[config.mk]
export PLATFORM = sky130hd
export DESIGN_NAME = tblxfer_unit
export DESIGN_NICKNAME = d
export VERILOG_FILES = /design/src/rtl/tblxfer_pkg.sv /design/src/rtl/tblxfer_pointer.sv /design/src/rtl/tblxfer_latch.sv /design/src/rtl/tblxfer_seq.sv /design/src/rtl/tblxfer_unit.sv
export SDC_FILE = /design/constraint.sdc
export NUM_CORES = 1
export LEC_CHECK = 0
export ABC_CLOCK_PERIOD_IN_PS = 1550
export BUFFER_PORTS_ARGS = -buffer_cell sky130_fd_sc_hd__clkbuf_2
export CAP_MARGIN = 25
export CORE_MARGIN = 2
export CORE_UTILIZATION = 35
export DETAILED_ROUTE_END_ITERATION = 6
export SYNTH_ARGS = -nofsm -noshare
export SYNTH_HDL_FRONTEND = slang
export SYNTH_SLANG_ARGS = --single-unit
[constraint.sdc]
create_clock -name clk -period 1.55 [get_ports clk]
set_clock_uncertainty 0.05 [all_clocks]
set_input_delay 0.31 -clock clk [delete_from_list [all_inputs] [get_ports clk]]
set_output_delay 0.31 -clock clk [all_outputs]
set_load 0.1 [all_outputs]
[src/rtl/tblxfer_pkg.sv]
package tblxfer_pkg;

    localparam int BYTE_W = 8;
    localparam int WORD_W = 2 * BYTE_W;

    typedef logic [BYTE_W-1:0] byte_t;
    typedef logic [WORD_W-1:0] word_t;

    typedef enum logic {
        ST_IDLE = 1'b0,
        ST_XFER = 1'b1
    } xfer_state_e;

    typedef struct packed {
        logic write;
        logic hi;
        logic inc;
    } xfer_op_t;

    function automatic byte_t pick_byte(input word_t w, input logic hi);
        return hi ? w[WORD_W-1:BYTE_W] : w[BYTE_W-1:0];
    endfunction

    function automatic word_t merge_byte(input word_t w, input logic hi, input byte_t b);
        word_t r;
        r = w;
        if (hi) r[WORD_W-1:BYTE_W] = b;
        else    r[BYTE_W-1:0]      = b;
        return r;
    endfunction

endpackage

[src/rtl/tblxfer_pointer.sv]
module tblxfer_pointer
    import tblxfer_pkg::*;
#(
    parameter int ADDR_W = 16
) (
    input  logic              clk,
    input  logic              rst,
    input  logic              ld_en,
    input  logic              ld_hi,
    input  byte_t             ld_data,
    input  logic              inc_en,
    output logic [ADDR_W-1:0] ptr
);
    localparam int HI_W = ADDR_W - BYTE_W;

    always_ff @(posedge clk) begin
        if (rst) begin
            ptr <= '0;
        end else if (inc_en) begin
            ptr <= ptr + ADDR_W'(1);
        end else if (ld_en) begin
            if (ld_hi) ptr[ADDR_W-1:BYTE_W] <= HI_W'(ld_data);
            else       ptr[BYTE_W-1:0]      <= ld_data;
        end
    end

    assert_ptr_hold_R4: assert property (@(posedge clk) disable iff (rst)
        (!inc_en && !ld_en) |=> $stable(ptr));

    assert_ptr_wrap_R5: assert property (@(posedge clk) disable iff (rst)
        (inc_en && (&ptr)) |=> (ptr == '0));

endmodule

[src/rtl/tblxfer_latch.sv]
module tblxfer_latch
    import tblxfer_pkg::*;
(
    input  logic  clk,
    input  logic  rst,
    input  logic  byte_we,
    input  logic  byte_hi,
    input  byte_t byte_in,
    input  logic  word_we,
    input  word_t word_in,
    output word_t word_out
);
    always_ff @(posedge clk) begin
        if (rst)          word_out <= '0;
        else if (word_we) word_out <= word_in;
        else if (byte_we) word_out <= merge_byte(word_out, byte_hi, byte_in);
    end

    assert_latch_word_R8: assert property (@(posedge clk) disable iff (rst)
        word_we |=> (word_out == $past(word_in)));

    assert_latch_keep_low_R3: assert property (@(posedge clk) disable iff (rst)
        (byte_we && byte_hi && !word_we) |=>
            (word_out[BYTE_W-1:0] == $past(word_out[BYTE_W-1:0])));

    assert_latch_keep_high_R3: assert property (@(posedge clk) disable iff (rst)
        (byte_we && !byte_hi && !word_we) |=>
            (word_out[WORD_W-1:BYTE_W] == $past(word_out[WORD_W-1:BYTE_W])));

endmodule

[src/rtl/tblxfer_seq.sv]
module tblxfer_seq
    import tblxfer_pkg::*;
(
    input  logic        clk,
    input  logic        rst,
    input  logic        cmd_valid,
    input  xfer_op_t    cmd_op,
    output logic        accept,
    output xfer_state_e state,
    output xfer_op_t    op_q
);
    assign accept = (state == ST_IDLE) && cmd_valid;

    always_ff @(posedge clk) begin
        if (rst) begin
            state <= ST_IDLE;
            op_q  <= '0;
        end else begin
            case (state)
                ST_IDLE: if (accept) begin
                    state <= ST_XFER;
                    op_q  <= cmd_op;
                end
                default: state <= ST_IDLE;
            endcase
        end
    end

    assert_seq_single_R9: assert property (@(posedge clk) disable iff (rst)
        (state == ST_XFER) |=> (state == ST_IDLE));

    assert_seq_enter_R9: assert property (@(posedge clk) disable iff (rst)
        accept |=> (state == ST_XFER));

endmodule

[src/rtl/tblxfer_unit.sv]
module tblxfer_unit
    import tblxfer_pkg::*;
#(
    parameter int ADDR_W = 16
) (
    input  logic              clk,
    input  logic              rst,
    input  logic              cmd_valid,
    input  logic              cmd_write,
    input  logic              cmd_hi,
    input  logic              cmd_inc,
    input  logic [7:0]        cmd_data,
    input  logic              ptr_ld_en,
    input  logic              ptr_ld_hi,
    input  logic [7:0]        ptr_ld_data,
    output logic [ADDR_W-1:0] mem_addr,
    output logic              mem_rd_en,
    output logic              mem_wr_en,
    output logic [15:0]       mem_wdata,
    input  logic [15:0]       mem_rdata,
    output logic              rd_valid,
    output logic [7:0]        rd_byte,
    output logic              busy
);
    xfer_op_t    cmd_op;
    xfer_op_t    op_q;
    xfer_state_e state;
    logic        accept;
    logic        in_xfer;
    logic        ptr_load_ok;
    word_t       latch_word;

    assign cmd_op = '{write: cmd_write, hi: cmd_hi, inc: cmd_inc};

    tblxfer_seq u_seq (
        .clk       (clk),
        .rst       (rst),
        .cmd_valid (cmd_valid),
        .cmd_op    (cmd_op),
        .accept    (accept),
        .state     (state),
        .op_q      (op_q)
    );

    assign in_xfer     = (state == ST_XFER);
    assign ptr_load_ok = ptr_ld_en && !in_xfer && !accept;

    tblxfer_pointer #(.ADDR_W(ADDR_W)) u_ptr (
        .clk     (clk),
        .rst     (rst),
        .ld_en   (ptr_load_ok),
        .ld_hi   (ptr_ld_hi),
        .ld_data (ptr_ld_data),
        .inc_en  (in_xfer && op_q.inc),
        .ptr     (mem_addr)
    );

    tblxfer_latch u_latch (
        .clk      (clk),
        .rst      (rst),
        .byte_we  (accept && cmd_write),
        .byte_hi  (cmd_hi),
        .byte_in  (cmd_data),
        .word_we  (rd_valid),
        .word_in  (mem_rdata),
        .word_out (latch_word)
    );

    assign mem_rd_en = accept && !cmd_write;
    assign mem_wr_en = in_xfer && op_q.write;
    assign mem_wdata = latch_word;
    assign rd_valid  = in_xfer && !op_q.write;
    assign rd_byte   = pick_byte(mem_rdata, op_q.hi);
    assign busy      = in_xfer;

    assert_wr_follows_cmd_R3: assert property (@(posedge clk) disable iff (rst)
        mem_wr_en |-> $past(cmd_valid && cmd_write && !busy));

    assert_rd_follows_strobe_R2: assert property (@(posedge clk) disable iff (rst)
        mem_rd_en |=> rd_valid);

    assert_no_start_when_busy_R6: assert property (@(posedge clk) disable iff (rst)
        busy |-> !mem_rd_en);

    assert_busy_single_R9: assert property (@(posedge clk) disable iff (rst)
        busy |=> !busy);

    assert_addr_frozen_R7: assert property (@(posedge clk) disable iff (rst)
        (busy && !op_q.inc) |=> $stable(mem_addr));

    assert_strobes_exclusive_R2: assert property (@(posedge clk) disable iff (rst)
        !(mem_rd_en && mem_wr_en));

endmodule

==> flow_summary.ini <==
[status]
status = finished, violations left
violations = setup timing

[setup_path]
start_kind = flop
endpoint_kind = primary output
reg2reg_depth = 5
worst_ep_arrival_time_ps = 1280
path_buf_inv = 2
crit_path_max_incr_delay_ps = 340
worstPathCellList = buf_12 > mux2_4 > buf_12
critPathKind = reg2out
r2r_start = u_ptr.ptr[0]
critPathTopFamily = flip-flops
crit_top_cell = buf_12
crit_slowest_cell = dfxtp_2
cp_max_fo = 9
r2r_end = u_ptr.ptr[12]
r2r_slack_ps = 40
required_ps = 1190

[sta]
slew_headroom = 0.6368
fin_crit_ps = 1636
setup_violations = 9
final_max_slew_viol_count = 0
min_period_over_period = 1.055
worstMarginPinSlew_ps = 547.1
rsz0062_at_grt = yes
setup_slack_ps = -85.51
finalHoldViolCount = 0
whs_ps = 200.7
fmax_mhz = 611.4
timing.setup.tns_ps = -649.1

[place]
dp_worst_setup_slack_ps = -75.79
gp_congestion = 0.8975
place_area_sq_um = 2987
port-buffer-count = 83
dp_hpwl_um = 4604

[global_routing]
grt_pass1_vias = 2030
grt_first_pass_wirelength_um = 9977
grt_max_degree = 29
track_usage = 0.2008
grt_antenna_before_repair = 0
overflow = 0

[cells_and_area]
n_antenna_cell = 0
drive_gt1_frac = 0.5213
nNetsFinal = 368
fin_area_sq_um = 3258
areaGrowthSynthToFinish_pct = 63.46

[min_path]
min_to = u_ptr.ptr[7]
hold_class = in2reg
hold_depth = 3
min-delay-start = ptr_ld_data[7]

[cts]
cts_buffers = 5
clkSlewWorstSetupHoldPaths_ps = 80
clockRootBuffer = clkbuf_8
cts_buffer_depth = 2
cts.sinks = 36
clk_latency_ps = 290
cts_tree = done
cts_htree_levels = 2

[floorplan]
core_sq_um = 5507
io_pins = 84
die-area_sq_um = 6315
rows = 27
die_w_um = 79.47
start_util = 0.3620
die_h_um = 79.47

[pwr]
leakagePower_nw = 1.387
ir_worst_vdd_v = 0.0005488
p_per_area_nw_per_um2 = 885.9

[route]
drcViolationCount = 0
drt_wl_total_um = 6212
drt_first_pass_iters = 4
routedWlPerCell_um = 15.53
dr.first_iter.drc_count = 110
num_vias = 2134
routed_via_density = 5.335
antenna_left = 0

[synthesis]
synth_cells = 224
synth_warnings = 0
synthDistinctLibCells = 50
synth_seq_cells = 36
synth-async-reset-ratio = 0
syn_area_sq_um = 1993
syn_nets = 265
ys_seq_area_frac = 0.3616
synth_ff_type = dfxtp_1
avgSynthCellArea_sq_um = 8.898
synth-edff-count = 0

[run]
maxCapViolations = 0
cells by family after synthesis:
kind of cell	synth area share
AOI/OAI and AO/OA	0.1890
adders and majority gates	0.006276
DFF	0.3616
muxes	0.1255
and+or+nand+nor	0.2668
xor gates and xnor gates	0.01758
buffers and inverters	0.03327
where the power goes:
group	switching, mW	internal [mW]	total (mW)	leakage, nW
clock network	0.376	0.413	0.789	0.0566
logic	0.734	0.339	1.07	1.02
registers	0.0549	0.969	1.02	0.306
metal layers:
| metal | track usage | up-vias | wire length, um |
|---|---|---|---|
| met4 | 0.04828 | 0 | 49 |
| li1 | - | 1048 | - |
| met3 | 0.05882 | 5 | 444 |
| met1 | 0.2762 | 996 | 2855 |
| met5 | 0 | - | 0 |
| met2 | 0.3084 | 85 | 2861 |
stage by stage:
stage	utilization	total power [mW]	cells
floorplan	-	1.742	224
global placement	0.5424	2.057	387
detailed placement	0.5424	2.062	387
CTS	0.5826	2.890	399
global route	0.5917	3.003	400
finish	0.5917	2.886	400
worst register-to-register path: stages (launching register included):
cell	delay [ps]
dfxtp_4	380
ha_4	150
nand4_1	120
or4_4	440
xor2_1	150
o22ai_1	140
worst max path at each step:
stage | start | end | slack [ps] | cells after the start
CTS | u_seq.op_q[1] | rd_byte[2] | -90 | 3
detailed placement | cmd_valid | u_latch.word_out[12] | -80 | 6
finish | u_seq.op_q[1] | rd_byte[2] | -90 | 3
global placement | cmd_valid | u_latch.word_out[8] | -20 | 6
floorplan | u_seq.state | rd_valid | -180 | 5
global route | u_seq.op_q[1] | rd_byte[2] | -120 | 3
cells in the final DEF (no fill, tap or decap), types with 3 or more instances in the layout:
| master | synthesis | final |
|---|---|---|
| nor4_1 | 4 | 3 |
| buf_6 | 0 | 3 |
| dfxtp_2 | 0 | 4 |
| buf_12 | 0 | 15 |
| a211oi_1 | 21 | 21 |
| nand4_1 | 4 | 4 |
| nor2_1 | 25 | 24 |
| a21oi_1 | 8 | 7 |
| nand3_1 | 7 | 6 |
| a31oi_1 | 4 | 4 |
| mux2i_1 | 16 | 16 |
| dfxtp_1 | 36 | 19 |
| dfxtp_4 | 0 | 13 |
| clkbuf_8 | 0 | 5 |
| clkbuf_2 | 1 | 46 |
| nand2_1 | 20 | 18 |
| buf_4 | 0 | 44 |
| o211ai_1 | 3 | 3 |
| mux2_4 | 0 | 8 |
cells in the mapped netlist (7+ instances only):
| master | count | share of area |
|---|---|---|
| nand3_1 | 7 | 0.018 |
| mux2_2 | 8 | 0.045 |
| dfxtp_1 | 36 | 0.36 |
| a21oi_1 | 8 | 0.020 |
| mux2i_1 | 16 | 0.080 |
| nand2_1 | 20 | 0.038 |
| clkbuf_1 | 9 | 0.017 |
| nor2_1 | 25 | 0.047 |
| a211oi_1 | 21 | 0.079 |
area by class of cell:
| cell class | instances | area [sq um] |
|---|---|---|
| inverter | 2 | 11.26 |
| sequential | 36 | 774.5 |
| clock buffer | 6 | 93.84 |
| clock inverter | 2 | 11.26 |
| multi-input combinational | 172 | 1340 |
| timing repair buffer | 110 | 937.1 |
| fill | 481 | 2248 |
| tap | 72 | 90.09 |
flip-flops by register name, summed over array words and instances, names as in the netlist:
| name | flops |
|---|---|
| u_latch.word_out | 16 |
| u_ptr.ptr | 16 |
| u_seq.op_q | 3 |
| u_seq.state | 1 |
what timing repair did:
action	CTS	global route
hold buffers	0	0
gates cloned	1	0
setup buffers	3	1
endpoints found under the setup margin	12	30
pin swaps	2	8
resized for setup	16	16
No activity file was read; power rests on OpenSTA's default activity.
